$ cat config.mk
export PLATFORM = sky130hd
export DESIGN_NAME = mon_rx_chan
export DESIGN_NICKNAME = d
export VERILOG_FILES = /design/src/rtl/mon_rx_pkg.sv /design/src/rtl/mon_idle_det.sv /design/src/rtl/mon_byte_cmp.sv /design/src/rtl/mon_rx_fsm.sv /design/src/rtl/mon_rx_chan.sv
export SDC_FILE = /design/constraint.sdc
export NUM_CORES = 1
export LEC_CHECK = 0
export ABC_AREA = 0
export BUFFER_PORTS_ARGS = -buffer_cell sky130_fd_sc_hd__buf_2
export CORE_MARGIN = 5
export CORE_UTILIZATION = 30
export CTS_CLUSTER_SIZE = 40
export DETAILED_ROUTE_END_ITERATION = 10
export MAX_ROUTING_LAYER = met4
export PLACE_DENSITY_LB_ADDON = 0.3
export SLEW_MARGIN = 10
export SYNTH_ARGS = -nofsm -noshare
export SYNTH_HDL_FRONTEND = slang
export SYNTH_HIERARCHICAL = 1
export SYNTH_SLANG_ARGS = --single-unit
export TNS_END_PERCENT = 1
$ cat constraint.sdc
create_clock -name clk -period 1.8 [get_ports clk]
set_input_delay 0.27 -clock clk [delete_from_list [all_inputs] [get_ports clk]]
set_output_delay 0.27 -clock clk [all_outputs]
set_load 0.005 [all_outputs]
$ cat src/rtl/mon_rx_pkg.sv
package mon_rx_pkg;
   typedef enum logic [2:0] {
      RX_IDLE  = 3'd0,
      RX_RECV  = 3'd1,
      RX_ACKED = 3'd2,
      RX_GAP   = 3'd3,
      RX_ABORT = 3'd4
   } rx_state_e;
endpackage

$ cat src/rtl/mon_idle_det.sv
module mon_idle_det #(
   parameter int IDLE_FRAMES = 2
) (
   input  logic clk,
   input  logic rst_n,
   input  logic frame_stb,
   input  logic enable,
   input  logic mx_n,
   input  logic mr_n,
   output logic armed
);
   localparam int CW = $clog2(IDLE_FRAMES + 1);
   localparam logic [CW-1:0] LIMIT = CW'(IDLE_FRAMES);

   logic [CW-1:0] cnt_q;

   always_ff @(posedge clk or negedge rst_n) begin
      if (!rst_n) begin
         cnt_q <= '0;
      end else if (!enable) begin
         cnt_q <= '0;
      end else if (frame_stb) begin
         if (mx_n && mr_n) begin
            if (cnt_q != LIMIT) cnt_q <= cnt_q + 1'b1;
         end else begin
            cnt_q <= '0;
         end
      end
   end

   assign armed = (cnt_q == LIMIT);
endmodule

$ cat src/rtl/mon_byte_cmp.sv
module mon_byte_cmp #(
   parameter int DATA_W = 8
) (
   input  logic              clk,
   input  logic              rst_n,
   input  logic              load,
   input  logic              take,
   input  logic [DATA_W-1:0] din,
   output logic              match,
   output logic [DATA_W-1:0] data_q
);
   logic [DATA_W-1:0] ref_q;

   always_ff @(posedge clk or negedge rst_n) begin
      if (!rst_n) begin
         ref_q  <= '0;
         data_q <= '0;
      end else begin
         if (load) ref_q  <= din;
         if (take) data_q <= din;
      end
   end

   assign match = (din == ref_q);
endmodule

$ cat src/rtl/mon_rx_fsm.sv
module mon_rx_fsm
   import mon_rx_pkg::*;
#(
   parameter int ABORT_FRAMES = 2
) (
   input  logic      clk,
   input  logic      rst_n,
   input  logic      frame_stb,
   input  logic      mx_n,
   input  logic      armed,
   input  logic      match,
   input  logic      abort_req,
   output rx_state_e state,
   output logic      load_ref,
   output logic      take,
   output logic      mr_n,
   output logic      valid_p,
   output logic      eom_p,
   output logic      abort_p
);
   localparam int AW = (ABORT_FRAMES > 1) ? $clog2(ABORT_FRAMES) : 1;
   localparam logic [AW-1:0] A_LAST = AW'(ABORT_FRAMES - 1);

   rx_state_e     st_q;
   logic          pend_q;
   logic [AW-1:0] acnt_q;
   logic          active;
   logic          go_abort;

   assign state    = st_q;
   assign active   = (st_q == RX_RECV) || (st_q == RX_ACKED) || (st_q == RX_GAP);
   assign go_abort = frame_stb && active && (pend_q || (st_q == RX_RECV && mx_n));

   always_comb begin
      load_ref = 1'b0;
      take     = 1'b0;
      if (frame_stb && !go_abort) begin
         unique case (st_q)
            RX_IDLE:  load_ref = armed && !mx_n;
            RX_RECV:  begin
               load_ref = !match;
               take     = match;
            end
            RX_GAP:   load_ref = !mx_n;
            default:  load_ref = 1'b0;
         endcase
      end
   end

   always_ff @(posedge clk or negedge rst_n) begin
      if (!rst_n) begin
         st_q    <= RX_IDLE;
         pend_q  <= 1'b0;
         acnt_q  <= '0;
         mr_n    <= 1'b1;
         valid_p <= 1'b0;
         eom_p   <= 1'b0;
         abort_p <= 1'b0;
      end else begin
         valid_p <= 1'b0;
         eom_p   <= 1'b0;
         abort_p <= 1'b0;
         if (frame_stb) begin
            pend_q <= 1'b0;
         end else if (abort_req && active) begin
            pend_q <= 1'b1;
         end
         if (go_abort) begin
            st_q    <= RX_ABORT;
            mr_n    <= 1'b1;
            acnt_q  <= '0;
            abort_p <= 1'b1;
         end else if (frame_stb) begin
            unique case (st_q)
               RX_IDLE: begin
                  if (armed && !mx_n) st_q <= RX_RECV;
               end
               RX_RECV: begin
                  if (match) begin
                     st_q    <= RX_ACKED;
                     mr_n    <= 1'b0;
                     valid_p <= 1'b1;
                  end
               end
               RX_ACKED: begin
                  if (mx_n) st_q <= RX_GAP;
               end
               RX_GAP: begin
                  mr_n <= 1'b1;
                  if (mx_n) begin
                     st_q  <= RX_IDLE;
                     eom_p <= 1'b1;
                  end else begin
                     st_q <= RX_RECV;
                  end
               end
               RX_ABORT: begin
                  if (acnt_q == A_LAST) st_q <= RX_IDLE;
                  else acnt_q <= acnt_q + 1'b1;
               end
               default: st_q <= RX_IDLE;
            endcase
         end
      end
   end
endmodule

$ cat src/rtl/mon_rx_chan.sv
module mon_rx_chan
   import mon_rx_pkg::*;
#(
   parameter int DATA_W       = 8,
   parameter int IDLE_FRAMES  = 2,
   parameter int ABORT_FRAMES = 2
) (
   input  logic              clk,
   input  logic              rst_n,
   input  logic              frame_stb,
   input  logic [DATA_W-1:0] mon_dn,
   input  logic              mx_dn_n,
   input  logic              abort_req,
   output logic              mr_up_n,
   output logic [DATA_W-1:0] mon_up,
   output logic              byte_valid,
   output logic [DATA_W-1:0] byte_data,
   output logic              eom,
   output logic              abort_pulse
);
   generate
      if (DATA_W < 1)       begin : g_bad_w     $error("DATA_W must be at least 1");       end
      if (IDLE_FRAMES < 1)  begin : g_bad_idle  $error("IDLE_FRAMES must be at least 1");  end
      if (ABORT_FRAMES < 1) begin : g_bad_abort $error("ABORT_FRAMES must be at least 1"); end
   endgenerate

   rx_state_e state;
   logic      armed, match, load_ref, take;

   mon_idle_det #(.IDLE_FRAMES(IDLE_FRAMES)) i_idle (
      .clk(clk), .rst_n(rst_n), .frame_stb(frame_stb),
      .enable(state == RX_IDLE), .mx_n(mx_dn_n), .mr_n(mr_up_n),
      .armed(armed)
   );

   mon_byte_cmp #(.DATA_W(DATA_W)) i_cmp (
      .clk(clk), .rst_n(rst_n), .load(load_ref), .take(take),
      .din(mon_dn), .match(match), .data_q(byte_data)
   );

   mon_rx_fsm #(.ABORT_FRAMES(ABORT_FRAMES)) i_fsm (
      .clk(clk), .rst_n(rst_n), .frame_stb(frame_stb), .mx_n(mx_dn_n),
      .armed(armed), .match(match), .abort_req(abort_req),
      .state(state), .load_ref(load_ref), .take(take), .mr_n(mr_up_n),
      .valid_p(byte_valid), .eom_p(eom), .abort_p(abort_pulse)
   );

   assign mon_up = '1;
endmodule

==> results of run 1 <==
-- state kept, by name, indices dropped and copies added, names as in the netlist --
signal	flops
i_fsm/state	3
i_fsm/mr_n	1
i_fsm/pend_q	1
i_fsm/eom_p	1
i_idle/cnt_q	2
i_cmp/ref_q	8
i_cmp/data_q	8
i_fsm/acnt_q	1
i_fsm/abort_p	1
i_fsm/valid_p	1
-- cells in the final DEF, fill, tap and decap left out, types with 2 or more instances in the layout --
master and instances:
xnor2_2 3, o21a_1 2, inv_1 5, inv_2 2
dfrtp_1 26, a21oi_1 3, clkbuf_8 3, mux2_4 16
buf_4 21, nand4_1 2, nor3_2 2, o22ai_1 2
nor3b_1 2, o21ai_0 3, nand2_1 6, nand3_1 4
buf_2 24, nor2b_1 2, conb_1 8, xnor2_1 5
nor2_1 3
-- critical path, delay by kind of cell, from the launching register on --
family / cells / cell delay [ps]
AOI/OAI and AO/OA: 2 / 310
adders and majority gates: 1 / 130
buffers and inverters: 2 / 200
DFF: 1 / 400
muxes: 1 / 140
and+or+nand+nor: 1 / 480
-- worst min-delay path by stage --
stage / slack (ps) / from / depth (start not counted) / end
after floorplan: -30 / rst_n / 0 / i_cmp/data_q[0]
after global placement: 310 / rst_n / 1 / i_cmp/data_q[5]
after detailed placement: 320 / rst_n / 1 / i_cmp/data_q[5]
after CTS: 10 / rst_n / 1 / i_cmp/data_q[5]
after global routing: 50 / rst_n / 1 / i_cmp/ref_q[7]
final: -10 / rst_n / 1 / i_cmp/data_q[5]
-- cell families after synthesis --
family	synth area share
compound gates	0.0884
xor+xnor	0.0490
fa+ha+maj	0.00876
buf+inv	0.0832
flops	0.474
mux	0.175
other cells	0.00262
simple gates	0.119
-- cell type report --
| type | instances | area (µm²) | share of cell area |
|---|---|---|---|
| Multi-Input combinational cell | 79 | 723 | 0.395 |
| Sequential cell | 27 | 677 | 0.370 |
| Timing Repair Buffer | 46 | 289 | 0.158 |
| Tap cell | 54 | 67.6 | 0.0369 |
| Clock buffer | 3 | 41.3 | 0.0226 |
| Inverter | 7 | 26.3 | 0.0144 |
| Clock inverter | 1 | 5.00 | 0.00274 |
-- where the power goes --
group	total (mW)	internal (mW)	switching, mW
clock network	0.348	0.155	0.192
registers	0.920	0.788	0.132
logic	0.941	0.545	0.396
-- per-layer routing --
| layer | vias up | part of all wire |
|---|---|---|
| li1 | 483 | - |
| met1 | 493 | 0.42 |
| met2 | 26 | 0.51 |
| met3 | 2 | 0.055 |
| met4 | 0 | 0.0060 |
| met5 | - | 0 |
-- repair_timing --
| action | 4_1_cts | 5_1_grt |
|---|---|---|
| gates resized for setup | 8 | 6 |
| pin swaps | 4 | 7 |
| hold endpoints to repair | 0 | 0 |
| buffers inserted | 0 | 2 |
| setup endpoints to repair | 17 | 17 |
==> impl_metrics.py, run 1 <==
metrics = {
    "global_route": {
        "antenna_found_initial": 0,
        "grtUsageMet3": 0.0306,
        "grt_pass1_vias": 1064,
        "use_met2": 0.178,
        "grt_usage": 0.101,
        "grt-busiest-layer": "met2",
        "grt_overflow": 0,
        "grt_pass1_wl_um": 4830,
        "grt_use_met1": 0.115,
        "grt_max_degree": 28,
    },
    "critical_path": {
        "crit_chain": "inv_2 -> ha_4 -> buf_4 -> or4b_4 -> a31oi_4 -> o41ai_2 -> mux2i_1",
        "worst_setup_path_end_kind": "flop",
        "cp_max_fo": 5,
        "timing.rr.start": "i_idle/cnt_q[0]",
        "start_kind": "flop",
        "slowest_stage": "or4b_4",
        "critPathKind": "reg -> reg",
        "crit_path_start": "i_idle/cnt_q[0]",
        "rrSetupSlack_ps": 20,
        "arrival_ps": 1940,
        "worstRegToRegCells": 7,
        "r2r-end": "i_fsm/state[0]",
        "worstPathRequired_ps": 1950,
        "critPathMaxStageDelay_ps": 480,
        "crit_path_end": "i_fsm/state[0]",
    },
    "synthesis": {
        "synthCells": 118,
        "ys_seq_area_frac": 0.474,
        "ys_types": 34,
        "ys_ff_latch": 27,
        "synth.most_common_cell": "dfrtp_1",
        "syn_area_per_cell_um2": 12.1,
        "syn_area_um2": 1430,
        "synth.area.top_cells": "dfrtp_1 (46%), mux2_4 (17%), xnor2_1 (4.9%)",
        "yosys_most_used_dff": "dfrtp_1",
        "yosysWarnings": 6,
        "synth-async-reset-ratio": 1.00,
        "synth_top_area_frac": 0.455,
        "synth_area_leader_cell": "dfrtp_1",
        "synth_edf_count": 0,
        "yosys-top-cells-count": "dfrtp_1 (26), mux2_4 (16), buf_4 (8), xnor2_1 (8)",
    },
    "layout": {
        "final_cell_area_um2": 1830,
        "finalNonFillerCells": 217,
        "diodes": 0,
        "syn_to_final_growth_pct": 28.0,
        "final_nets": 178,
        "fin_util": 0.392,
        "drive_gt1_frac": 0.509,
        "fillers": 458,
    },
    "sta": {
        "fin_crit_sh": 0.992,
        "min_period_ps": 1780,
        "finalMaxSlewViolations": 0,
        "worst_pin_slew_ps": 602,
        "rsz0062_at_grt": "yes",
        "slew_headroom": 0.599,
        "max_freq_mhz": 560,
        "final.setup.tns_ps": 0,
        "fin_ws_ps": 15.3,
        "fin_skew_ps": 1.47,
        "timing.hold.ws_ps": -10.4,
        "setup_viol": 0,
        "hold_viol_final": 26,
    },
    "clock_network": {
        "insertion_delay_ps": 270,
        "htree_num_levels": 1,
        "cts_sinks": 27,
        "root_buffer": "clkbuf_8",
        "clkTransAtPathRegs_ps": 90,
        "cts_tree": "done",
        "cts_buffer_depth": 2,
        "numCtsBuffers": 3,
        "cts_hold_buffers": 0,
    },
    "routing": {
        "drt_iter0_drc": 27,
        "routed_wl_um": 3010,
        "dr.pass1.iters": 4,
        "drc": 0,
        "ant_nets": 0,
        "wl_per_cell_um": 13.9,
        "avgViaCountPerCell": 4.63,
        "vias": 1004,
    },
    "floorplan": {
        "die_w_um": 79.0,
        "rows": 25,
        "initial_core_util": 0.307,
        "fp.dieH_um": 79.0,
        "io_pins": 33,
        "core_um2": 4660,
        "dieArea_um2": 6240,
    },
    "job": {
        "cap_violations": 0,
    },
    "power": {
        "max-vdd-ir-drop_mv": 0.557,
        "pwr_density_cell_nw_per_um2": 1210,
        "leakage_nw": 0.896,
        "totalPowerFinal_mw": 2.21,
    },
    "placed_design": {
        "gp_congestion": 0.791,
        "port_buffers": 24,
        "dp_worst_setup_slack_ps": -235,
        "place_area_um2": 1700,
        "place_inst": 211,
        "hpwl_um": 2240,
    },
    "run_status": {
        "violations": "negative hold slack",
        "status": "finished with violations",
    },
    "min_path": {
        "min_path_type": "in -> async",
    },
}
(Power assumes the default switching activity.)
==> run 2, diff against run 1 <==
SETUP_SLACK_MARGIN = 0.15   (was default)
==> impl_metrics.py, run 2 (synthesis results as in run 1) <==
metrics = {
    "clock_network": {
        "cts_sinks": 27,
        "clkTransAtPathRegs_ps": 100,
        "insertion_delay_ps": 280,
        "cts_tree": "done",
        "numCtsBuffers": 3,
        "root_buffer": "clkbuf_8",
        "htree_num_levels": 1,
        "cts_hold_buffers": 0,
        "post_cts_buffers": 0,
        "cts_buffer_depth": 2,
    },
    "global_route": {
        "grtUsageMet3": 0.0125,
        "grt_pass1_wl_um": 5240,
        "antenna_found_initial": 0,
        "grt_usage": 0.109,
        "grt-busiest-layer": "met2",
        "grt_pass1_vias": 1073,
        "grt_overflow": 0,
        "use_met2": 0.180,
        "grt_max_degree": 28,
        "grt_use_met1": 0.135,
    },
    "floorplan": {
        "fp.dieH_um": 79.0,
        "die_w_um": 79.0,
        "core_um2": 4660,
        "rows": 25,
        "initial_core_util": 0.307,
        "io_pins": 33,
        "dieArea_um2": 6240,
    },
    "routing": {
        "dr.pass1.iters": 4,
        "drt_iter0_drc": 43,
        "wl_per_cell_um": 14.0,
        "routed_wl_um": 3060,
        "ant_nets": 0,
        "vias": 1031,
        "drc": 0,
        "avgViaCountPerCell": 4.71,
    },
    "sta": {
        "worst_pin_slew_ps": 624,
        "fin_ws_ps": 30.5,
        "slew_headroom": 0.584,
        "setup_viol": 0,
        "fin_crit_sh": 0.983,
        "fin_skew_ps": 2.90,
        "finalMaxSlewViolations": 0,
        "max_freq_mhz": 565,
        "hold_viol_final": 14,
        "timing.hold.ws_ps": -5.00,
        "min_period_ps": 1770,
        "rsz0062_at_grt": "yes",
    },
    "power": {
        "leakage_nw": 0.896,
        "max-vdd-ir-drop_mv": 0.411,
        "p_int_mw": 1.51,
        "combPwrFrac": 0.419,
        "pwr_density_cell_nw_per_um2": 1210,
        "p_seq_frac": 0.421,
        "switching_share": 0.331,
        "clkPwrFrac": 0.161,
        "p_switching_mw": 0.747,
    },
    "layout": {
        "drive_gt1_frac": 0.515,
        "layout_commonest_cell": "dfrtp_1",
        "final_nets": 180,
        "diodes": 0,
        "fillers": 431,
        "fin_util": 0.399,
        "syn_to_final_growth_pct": 30.3,
        "layout.cells.most_common_list": "dfrtp_1 (26), buf_2 (24), buf_4 (21)",
    },
    "critical_path": {
        "cp_max_fo": 8,
        "slowest_stage": "dfrtp_1",
        "worst_setup_path_end_kind": "flop",
        "worst-path-buf-inv": 1,
        "worstPathRequired_ps": 1970,
        "path_delay_family": "simple AND/OR/NAND/NOR gates",
        "crit_chain": "xnor2_1 -> nand4_1 -> nor2_2 -> inv_1 -> a21oi_1 -> o22ai_1 -> and3_4 -> mux2_4",
        "critPathMaxStageDelay_ps": 410,
        "arrival_ps": 1940,
        "start_kind": "flop",
        "critPathKind": "reg -> reg",
    },
    "run_status": {
        "violations": "negative hold slack",
        "status": "finished with violations",
    },
    "min_path": {
        "min_path_type": "in -> async",
    },
    "placed_design": {
        "port_buffers": 24,
        "hpwl_um": 2240,
        "dp_worst_setup_slack_ps": -179,
        "gp_congestion": 0.739,
    },
    "job": {
        "cap_violations": 0,
    },
}
## run 2: power by group through the flow
stage | clock, mW | sequential [mW] | combinational [mW]
global placement | 0 | 0.939 | 0.863
finish | 0.362 | 0.948 | 0.945
detailed placement | 0 | 0.947 | 0.884
CTS | 0.379 | 0.941 | 0.917
global route | 0.396 | 0.978 | 1.04
floorplan | 0 | 0.920 | 0.622
## run 2: layer usage
metal | up-vias | share of wire
met2 | 22 | 0.50
met3 | 5 | 0.034
met1 | 514 | 0.45
met4 | 0 | 0.023
met5 | - | 0
li1 | 490 | -
## run 2: layout make-up
| type | instances | area (µm²) | share of cell area |
|---|---|---|---|
| clock inverter | 1 | 7.51 | 0.00403 |
| timing repair buffer | 48 | 312 | 0.167 |
| inverter | 7 | 26.3 | 0.0141 |
| tap | 54 | 67.6 | 0.0363 |
| clock buffer | 3 | 41.3 | 0.0222 |
| multi-input combinational | 79 | 731 | 0.392 |
| sequential | 27 | 677 | 0.364 |
## run 2: worst paths after layout
check | from | endpoint | slack [ps] | cells after the start
min | rst_n | i_fsm/eom_p | -5 | 1
max | i_cmp/ref_q[3] | i_cmp/ref_q[1] | 30 | 8
max reg2reg | i_cmp/ref_q[3] | i_cmp/ref_q[1] | 30 | 8
min in group clk | mon_dn[3] | i_cmp/data_q[3] | 270 | 2
max in group asynchronous | rst_n | i_cmp/data_q[4] | 1400 | 1
min reg2reg | i_fsm/mr_n | i_fsm/mr_n | 500 | 2
## run 2: timing repair
item,CTS,global route
endpoints found under the setup margin,19,19
gates resized for setup,6,8
pin swaps,5,5
## run 2: metrics by stage
step / instances / instance area [µm²] / total power, mW / TNS [ps] / hold slack (ps)
floorplan: 125 / 1480 / 1.54 / 0 / -25.6
global placement: 215 / 1750 / 1.80 / -1250 / 318
detailed placement: 215 / 1750 / 1.83 / -1580 / 329
CTS: 219 / 1830 / 2.24 / 0 / 17.5
global route: 219 / 1860 / 2.42 / -1630 / 48.2
finish: 219 / 1860 / 2.26 / 0 / -5.00
==> run 3, diff against run 2 <==
CORE_MARGIN = 2   (was 5)
RECOVER_POWER = 50   (was default)
==> impl_metrics.py, run 3 (synthesis results as in run 1) <==
metrics = {
    "critical_path": {
        "cp_max_fo": 8,
        "critPathKind": "reg -> reg",
        "worstPathRequired_ps": 1980,
        "crit_path_end": "i_cmp/ref_q[1]",
        "worstRegToRegCells": 8,
        "timing.rr.start": "i_cmp/ref_q[0]",
        "crit_path_start": "i_cmp/ref_q[0]",
        "rrSetupSlack_ps": 3,
        "worst_setup_path_end_kind": "flop",
        "start_kind": "flop",
        "r2r-end": "i_cmp/ref_q[1]",
        "arrival_ps": 1970,
    },
    "power": {
        "totalPowerFinal_mw": 2.30,
        "pwr_density_cell_nw_per_um2": 1210,
        "max-vdd-ir-drop_mv": 0.417,
        "leakage_nw": 0.908,
    },
    "floorplan": {
        "rows": 25,
        "initial_core_util": 0.307,
        "dieArea_um2": 5330,
        "io_pins": 33,
        "core_um2": 4660,
        "die_w_um": 73.0,
        "fp.dieH_um": 73.0,
    },
    "sta": {
        "fin_skew_ps": 7.31,
        "slew_headroom": -0.00851,
        "rsz0062_at_grt": "yes",
        "min_period_ps": 1800,
        "fin_ws_ps": 3.06,
        "setup_viol": 0,
        "hold_viol_final": 0,
        "timing.hold.ws_ps": 263,
        "max_freq_mhz": 557,
        "finalMaxSlewViolations": 28,
        "worst_pin_slew_ps": 1510,
        "fin_crit_sh": 0.998,
        "final.setup.tns_ps": 0,
    },
    "run_status": {
        "violations": "max-capacitance violations, max-slew violations",
        "status": "finished with violations",
    },
    "layout": {
        "syn_to_final_growth_pct": 33.0,
        "drive_gt1_frac": 0.527,
        "regArea_um2": 677,
        "layout_commonest_cell": "dfrtp_1",
        "layout.cells.most_common_list": "dfrtp_1 (26), buf_4 (25), buf_2 (23)",
        "final_nets": 184,
        "multi_input_area_um2": 741,
        "final_cell_area_um2": 1900,
        "diodes": 0,
        "fillers": 459,
    },
    "clock_network": {
        "root_buffer": "clkbuf_8",
        "cts_buffer_depth": 2,
        "clkTransAtPathRegs_ps": 100,
        "cts_hold_buffers": 0,
        "cts_tree": "done",
        "cts_sinks": 27,
        "insertion_delay_ps": 280,
        "htree_num_levels": 1,
        "numCtsBuffers": 3,
    },
    "routing": {
        "ant_nets": 0,
        "avgViaCountPerCell": 4.66,
        "wl_per_cell_um": 14.0,
        "routed_wl_um": 3130,
        "dr.pass1.iters": 4,
        "vias": 1040,
        "drt_iter0_drc": 51,
        "drc": 0,
    },
    "placed_design": {
        "gp_congestion": 0.825,
        "place_area_um2": 1750,
        "port_buffers": 24,
        "dp_worst_setup_slack_ps": -179,
        "hpwl_um": 2320,
    },
    "global_route": {
        "antenna_found_initial": 0,
        "grt_pass1_vias": 1113,
        "grt_pass1_wl_um": 5150,
        "grt_usage": 0.130,
        "grt_overflow": 0,
        "grt_max_degree": 28,
    },
    "job": {
        "cap_violations": 1,
    },
    "min_path": {
        "min_path_type": "in -> reg",
        "min-delay-start": "mon_dn[3]",
    },
}
-- run 3: changes by cell type in the layout (fill, tap and decap cells not counted) --
cell and delta:
buf_4 +4, a21oi_2 +1, buf_2 -1, nor3_4 +1
nor3_2 -1, clkbuf_1 +1, a21oi_1 -1
-- run 3: per-stage QoR --
| stage | instances | util |
|---|---|---|
| floorplan | 125 | - |
| global placement | 215 | 0.376 |
| detailed placement | 215 | 0.376 |
| CTS | 222 | 0.403 |
| global route | 223 | 0.408 |
| finish | 223 | 0.408 |
-- run 3: how the worst min path moves through the flow --
stage / to / slack (ps) / cells after the start
6_report: i_cmp/ref_q[3] / 260 / 2
2_1_floorplan: i_cmp/data_q[0] / -30 / 0
3_3_place_gp: i_fsm/pend_q / 320 / 1
3_5_place_dp: i_fsm/pend_q / 320 / 1
4_1_cts: i_cmp/data_q[3] / 5 / 1
5_1_grt: i_cmp/ref_q[3] / 260 / 2
-- run 3: report_power, final --
group	internal (mW)	switching, mW
Combinational	0.596	0.410
Clock	0.158	0.203
Sequential	0.788	0.148
Total	1.54	0.762
-- run 3: area by class of cell --
cell class                      count  share of cell area
Multi-Input combinational cell     79               0.390
Sequential cell                    27               0.356
Timing Repair Buffer               52               0.179
Tap cell                           54              0.0355
Clock buffer                        3              0.0217
Inverter                            7              0.0138
Clock inverter                      1             0.00395
-- run 3: repair_timing --
item                                    in CTS  in global routing
pin swaps                                   14                  5
endpoints found under the setup margin      19                 19
gates cloned                                 0                  0
buffers inserted                             3                  1
gates resized for setup                     13                  3
endpoints found under the hold margin        0                  0
-- run 3: routing by layer --
layer,global-route usage,up-vias,part of all wire
met2,0.205,29,0.49
met1,0.164,507,0.45
met4,0.0556,0,0.020
met3,0.0235,7,0.032
li1,-,497,-
met5,-,-,0
-- run 3: critical path: stages, from the launching register on --
cell and delay (ps):
dfrtp_1 410, xnor2_1 160, nand4_1 130, nor2_2 180, inv_1 70, a21oi_2 130
o22ai_1 100, and3_4 210, mux2_4 310
